$ cat src/rtl/sw_lane_pkg.sv
package sw_lane_pkg;
    typedef enum logic [0:0] {
        ST_IDLE  = 1'b0,
        ST_WRITE = 1'b1
    } sw_state_e;
endpackage

$ cat src/rtl/sw_lane_decode.sv
module sw_lane_decode #(
    parameter int ROW_BYTES = 8,
    parameter int ROWS      = 16,
    localparam int OFF_W    = $clog2(ROW_BYTES),
    localparam int ROW_W    = $clog2(ROWS),
    localparam int ADDR_W   = ROW_W + OFF_W,
    localparam int DATA_W   = 8 * ROW_BYTES,
    localparam int SHIFT_W  = OFF_W + 3
) (
    input  logic [ADDR_W-1:0]  addr,
    input  logic [1:0]         size,
    output logic [ROW_W-1:0]   row_idx,
    output logic [SHIFT_W-1:0] lane_shift,
    output logic [DATA_W-1:0]  lane_mask,
    output logic               full_row,
    output logic               misalign
);
    logic [OFF_W-1:0] offset;
    logic [OFF_W:0]   nbytes;

    assign offset     = addr[OFF_W-1:0];
    assign row_idx    = addr[ADDR_W-1:OFF_W];
    assign nbytes     = (OFF_W+1)'(1) << size;
    assign misalign   = |({1'b0, offset} & (nbytes - (OFF_W+1)'(1)));
    assign full_row   = (nbytes == (OFF_W+1)'(ROW_BYTES));
    assign lane_shift = {offset, 3'b000};

    for (genvar i = 0; i < ROW_BYTES; i++) begin : g_mask
        assign lane_mask[8*i +: 8] = ((OFF_W+1)'(i) < nbytes) ? 8'hFF : 8'h00;
    end
endmodule

$ cat src/rtl/sw_lane_swap.sv
module sw_lane_swap #(
    parameter int ROW_BYTES = 8,
    localparam int DATA_W   = 8 * ROW_BYTES
) (
    input  logic              en,
    input  logic [1:0]        size,
    input  logic [DATA_W-1:0] din,
    output logic [DATA_W-1:0] dout
);
    always_comb begin
        dout = din;
        if (en) begin
            dout = '0;
            for (int i = 0; i < ROW_BYTES; i++) begin
                if (i < (1 << size)) begin
                    dout[8*i +: 8] = din[8*((1 << size) - 1 - i) +: 8];
                end
            end
        end
    end
endmodule

$ cat src/rtl/subword_lane_unit.sv
module subword_lane_unit
    import sw_lane_pkg::*;
#(
    parameter int ROW_BYTES = 8,
    parameter int ROWS      = 16,
    localparam int OFF_W    = $clog2(ROW_BYTES),
    localparam int ROW_W    = $clog2(ROWS),
    localparam int ADDR_W   = ROW_W + OFF_W,
    localparam int DATA_W   = 8 * ROW_BYTES,
    localparam int SHIFT_W  = OFF_W + 3
) (
    input  logic              clk,
    input  logic              rst_n,
    input  logic              req_valid,
    output logic              req_ready,
    input  logic              req_write,
    input  logic [ADDR_W-1:0] req_addr,
    input  logic [1:0]        req_size,
    input  logic              req_swap,
    input  logic [DATA_W-1:0] req_wdata,
    output logic              rsp_valid,
    output logic              rsp_misalign,
    output logic [DATA_W-1:0] rsp_rdata
);
    sw_state_e state_q, state_d;

    logic [DATA_W-1:0]  mem [ROWS];
    logic [ROW_W-1:0]   dec_row;
    logic [SHIFT_W-1:0] dec_shift;
    logic [DATA_W-1:0]  dec_mask;
    logic               dec_full, dec_misalign;
    logic               accept;
    logic [DATA_W-1:0]  row_rd, ld_raw, ld_data, st_masked, st_lane;

    logic [ROW_W-1:0]   hold_row;
    logic [DATA_W-1:0]  hold_old, hold_lane, hold_clear;
    logic               hold_full;
    logic [DATA_W-1:0]  merged;

    sw_lane_decode #(.ROW_BYTES(ROW_BYTES), .ROWS(ROWS)) u_decode (
        .addr       (req_addr),
        .size       (req_size),
        .row_idx    (dec_row),
        .lane_shift (dec_shift),
        .lane_mask  (dec_mask),
        .full_row   (dec_full),
        .misalign   (dec_misalign)
    );

    assign req_ready = (state_q == ST_IDLE);
    assign accept    = req_valid && req_ready;
    assign row_rd    = mem[dec_row];

    // load: extract lane (full row bypasses shift/mask), then optional reversal
    assign ld_raw = dec_full ? row_rd : ((row_rd >> dec_shift) & dec_mask);

    sw_lane_swap #(.ROW_BYTES(ROW_BYTES)) u_ld_swap (
        .en(req_swap), .size(req_size), .din(ld_raw), .dout(ld_data)
    );

    // store: trim data to the access size, reverse if asked, before merging
    assign st_masked = req_wdata & dec_mask;

    sw_lane_swap #(.ROW_BYTES(ROW_BYTES)) u_st_swap (
        .en(req_swap), .size(req_size), .din(st_masked), .dout(st_lane)
    );

    assign merged = hold_full ? hold_lane : ((hold_old & ~hold_clear) | hold_lane);

    // state register
    always_ff @(posedge clk) begin
        if (!rst_n) state_q <= ST_IDLE;
        else        state_q <= state_d;
    end

    always_comb begin
        state_d = state_q;
        unique case (state_q)
            ST_IDLE:  if (accept && req_write && !dec_misalign) state_d = ST_WRITE;
            ST_WRITE: state_d = ST_IDLE;
        endcase
    end

    // outputs and store capture
    always_ff @(posedge clk) begin
        if (!rst_n) begin
            rsp_valid    <= 1'b0;
            rsp_misalign <= 1'b0;
            rsp_rdata    <= '0;
            hold_row     <= '0;
            hold_old     <= '0;
            hold_lane    <= '0;
            hold_clear   <= '0;
            hold_full    <= 1'b0;
        end else begin
            rsp_valid    <= 1'b0;
            rsp_misalign <= 1'b0;
            rsp_rdata    <= '0;
            unique case (state_q)
                ST_IDLE: begin
                    if (accept) begin
                        if (dec_misalign) begin
                            rsp_valid    <= 1'b1;
                            rsp_misalign <= 1'b1;
                        end else if (!req_write) begin
                            rsp_valid <= 1'b1;
                            rsp_rdata <= ld_data;
                        end else begin
                            hold_row   <= dec_row;
                            hold_old   <= row_rd;
                            hold_lane  <= st_lane << dec_shift;
                            hold_clear <= dec_mask << dec_shift;
                            hold_full  <= dec_full;
                        end
                    end
                end
                ST_WRITE: rsp_valid <= 1'b1;
            endcase
        end
    end

    // row storage, cleared by reset so unwritten rows read zero
    always_ff @(posedge clk) begin
        if (!rst_n) begin
            for (int r = 0; r < ROWS; r++) mem[r] <= '0;
        end else if (state_q == ST_WRITE) begin
            mem[hold_row] <= merged;
        end
    end
endmodule

$ cat config.mk
export PLATFORM = sky130hd
export DESIGN_NAME = subword_lane_unit
export DESIGN_NICKNAME = d
export VERILOG_FILES = /design/src/rtl/sw_lane_pkg.sv /design/src/rtl/sw_lane_decode.sv /design/src/rtl/sw_lane_swap.sv /design/src/rtl/subword_lane_unit.sv
export SDC_FILE = /design/constraint.sdc
export NUM_CORES = 2
export LEC_CHECK = 0
export CAP_MARGIN = 5
export CORE_MARGIN = 1
export CORE_UTILIZATION = 35
export DETAILED_ROUTE_END_ITERATION = 16
export DONT_BUFFER_PORTS = 1
export GPL_ROUTABILITY_DRIVEN = 0
export PLACE_DENSITY = 0.54
export RECOVER_POWER = 50
export SYNTH_ARGS = -nofsm -noshare
export SYNTH_HDL_FRONTEND = slang
export SYNTH_SLANG_ARGS = --single-unit
export TNS_END_PERCENT = 100
$ cat constraint.sdc
create_clock -name clk -period 8.34 [get_ports clk]
set_input_delay 0.834 -clock clk [delete_from_list [all_inputs] [get_ports clk]]
set_output_delay 0.834 -clock clk [all_outputs]
set_load 0.05 [all_outputs]
==> out/results.txt <==
Outcome: finished, violations left
Failing checks: capacitance limit, slew limit
Worst Skew: 0.0262 ns
CTS Buf Count: 131
Post-synth EDFFs: 1024
Origin of the worst setup path: state_q$_SDFF_PP0_
Vias in the first global route: 45319
Post-cts resize count: 0
Yosys top cell area share: 49.6%
Register bit total from synthesis: 1232
Library cells used by synthesis: 95
Layout fillers: 17050
Routed via count: 48081
Slew Limit Headroom: -184%
Max-slew violation count: 1267
Total GRT Usage: 26.4%
Final nets: 5342
Period minus WS final: 6.87 ns
Worst-path clk slew: 0.08 ns
Dominant synthesized flop cell: edfxtp_1
Setup violators final: 0
Core footprint: 0.176 sq mm
1st-pass router iterations: 8
Post-DR vias/cell: 6.25
Hold Path Depth: 1
Ports: 145
Fraction of layout instances using a drive strength above 1: 14.0%
Clock latency on the worst-skew pair: 0.79 ns
HPWL after DPL: 150 mm
Worst EP arrival: 7.27 ns
Most frequent cell after synthesis: nor2_1
Post-synthesis sequential area ratio: 56.3%
ANT nets after route: 0
CTS root buffer: clkbuf_16
HP Start: rst_n
Area contributors post-synth: edfxtp_1 (50%), mux4_2 (8.4%), nor2_1 (8.0%), dfxtp_1 (6.7%), mux2i_1 (3.9%)
Min-delay worst type: input port to flop
Routed WL per cell: 31.4 microns
Clock net sink count: 1232
Worst vdd ir: 0.203 mV
1st-iter DRT viols: 7465
Crit Path Class: flop to flop
RSZ-0062 raised after global routing: false
Achievable Freq: 0.146 GHz
Setup TNS: 0 ns
PD cells: 210 mW/mm^2
Wire length of the first global-routing pass: 342 mm
Worst-path maximum fanout: 35
Row count: 154
H-tree Lvls: 4
Synth Warn #: 0
Die H: 423 microns
Crit start category: flop
Placed cell areas: 0.0641 sq mm
Grt ovf: 0
Setup crit end kind: flop
CTS Buffer Depth: 3
Asr flop ratio synth: 0%
Die ar.: 0.179 sq mm
Max Cap Violations: 30
WP data required: 8.74 ns
Pleak: 22.3 nW
Drt drc: 0
Final Cell Area: 0.0679 sq mm
Synthesized area: 0.0620 sq mm
Worst-margin pin slew: 4.25 ns
Synth cell count leaders: nor2_1 (1316), edfxtp_1 (1024), nand2_1 (421), clkbuf_1 (360), a21oi_1 (263)
Final period utilization: 82.4%
Final Hold Fails: 0
Die Wd: 423 microns
Syn_nets: 5553
FF-to-FF path depth: 6
Antenna violations before repair: 1
Wirelength, routed: 242 mm
Hold Buf Count CTS: 0
I/O Buffers: 0
Cells after Synth: 5465
Post-CTS Setup Bufs: 0
Area growth syn-to-layout: 9.47%
Initial Utilization: 35.2%
Synth area leader: edfxtp_1
CTS tree: done
RR Startpoint: state_q$_SDFF_PP0_
Largest net degree at the start of global routing: 301
Mean Syn Cell Area: 11.4 sq um
## state kept, by name, indices dropped and copies added, names as in the netlist
| name | flops |
|---|---|
| rsp_valid | 1 |
| rsp_misalign | 1 |
| hold_row | 4 |
| rsp_rdata | 64 |
| hold_lane | 64 |
| state_q | 1 |
| hold_full | 1 |
| mem | 1024 |
| hold_old | 64 |
| hold_clear | 8 |
## metal layers
layer | part of all wire [%] | global-route usage [%]
met5 | 0 | 0
met4 | 4.8 | 11.2
met2 | 44 | 40.1
met1 | 40 | 36.1
met3 | 11 | 5.93
## power by group
part           leakage (nW)  switching, mW  internal [mW]  total (mW)
clock network          1.95           2.51           3.07        5.58
registers              12.2         0.0759           6.84        6.92
logic                  8.16           1.19          0.558        1.74
## cell usage in the layout (no fill, tap or decap), types with 20 or more instances in the layout
master	n
o221ai_1	33
clkinv_1	27
a31oi_1	35
dfxtp_1	208
a22oi_1	119
nand3_1	70
edfxtp_1	1024
a21oi_1	259
mux4_2	230
and2_1	30
inv_1	22
nor3_1	54
clkbuf_1	45
buf_4	136
a22o_1	21
nor2_1	1315
o211ai_1	39
a211oi_1	38
a221oi_1	22
mux2i_1	243
o21a_1	20
mux2_2	132
nand2_1	413
a2bb2oi_1	21
o22ai_1	90
o21ai_0	155
clkbuf_16	135
## per-stage QoR
stage | hold WS, ns | setup WS, ns | utilization, % | cells | power (mW)
3_5_place_dp | 0.447 | 2.55 | 36.4 | 7458 | 8.70
2_1_floorplan | 0.426 | 3.09 | - | 5465 | 8.15
6_report | 0.236 | 1.47 | 38.6 | 7696 | 14.2
4_1_cts | 0.142 | 3.33 | 38.7 | 7692 | 14.2
5_1_grt | 0.183 | 1.45 | 38.6 | 7695 | 14.6
3_3_place_gp | 0.441 | 2.68 | 36.4 | 7458 | 8.69
## area by class of cell
type	instances	area [sq um]	share of cell area, %
sequential	1232	34900	51.4
multi-input combinational	3706	24900	36.6
clock buffer	173	3590	5.29
tap	2340	2930	4.31
timing repair buffer	151	1080	1.60
clock inverter	61	389	0.573
inverter	32	128	0.188
antenna	1	2.50	0.00369
## critical path, cell delays in order (launching register included)
cell and delay [ns]:
dfxtp_1 0.50, nand2_1 0.14, nor3b_1 0.21, clkbuf_1 0.19, nand3_1 1.75, nand2_1 2.63, buf_4 0.91
## final timing paths
kind                                                    to  slack, ns
worst min register to register   hold_old[45]$_SDFFE_PN0P_       0.45
worst min-delay path            hold_lane[39]$_SDFFE_PN0P_       0.24
worst max-delay path              mem[7][41]$_SDFFCE_PN0P_       1.47
worst max register to register    mem[7][41]$_SDFFCE_PN0P_       1.47
## kinds of logic after synthesis
group	synth area share, %
DFF	56.3
buffers and inverters	3.84
AOI/OAI and AO/OA	11.7
muxes	14.7
and+or+nand+nor	13.2
adders and majority gates	0.202
(Power assumes the default switching activity.)
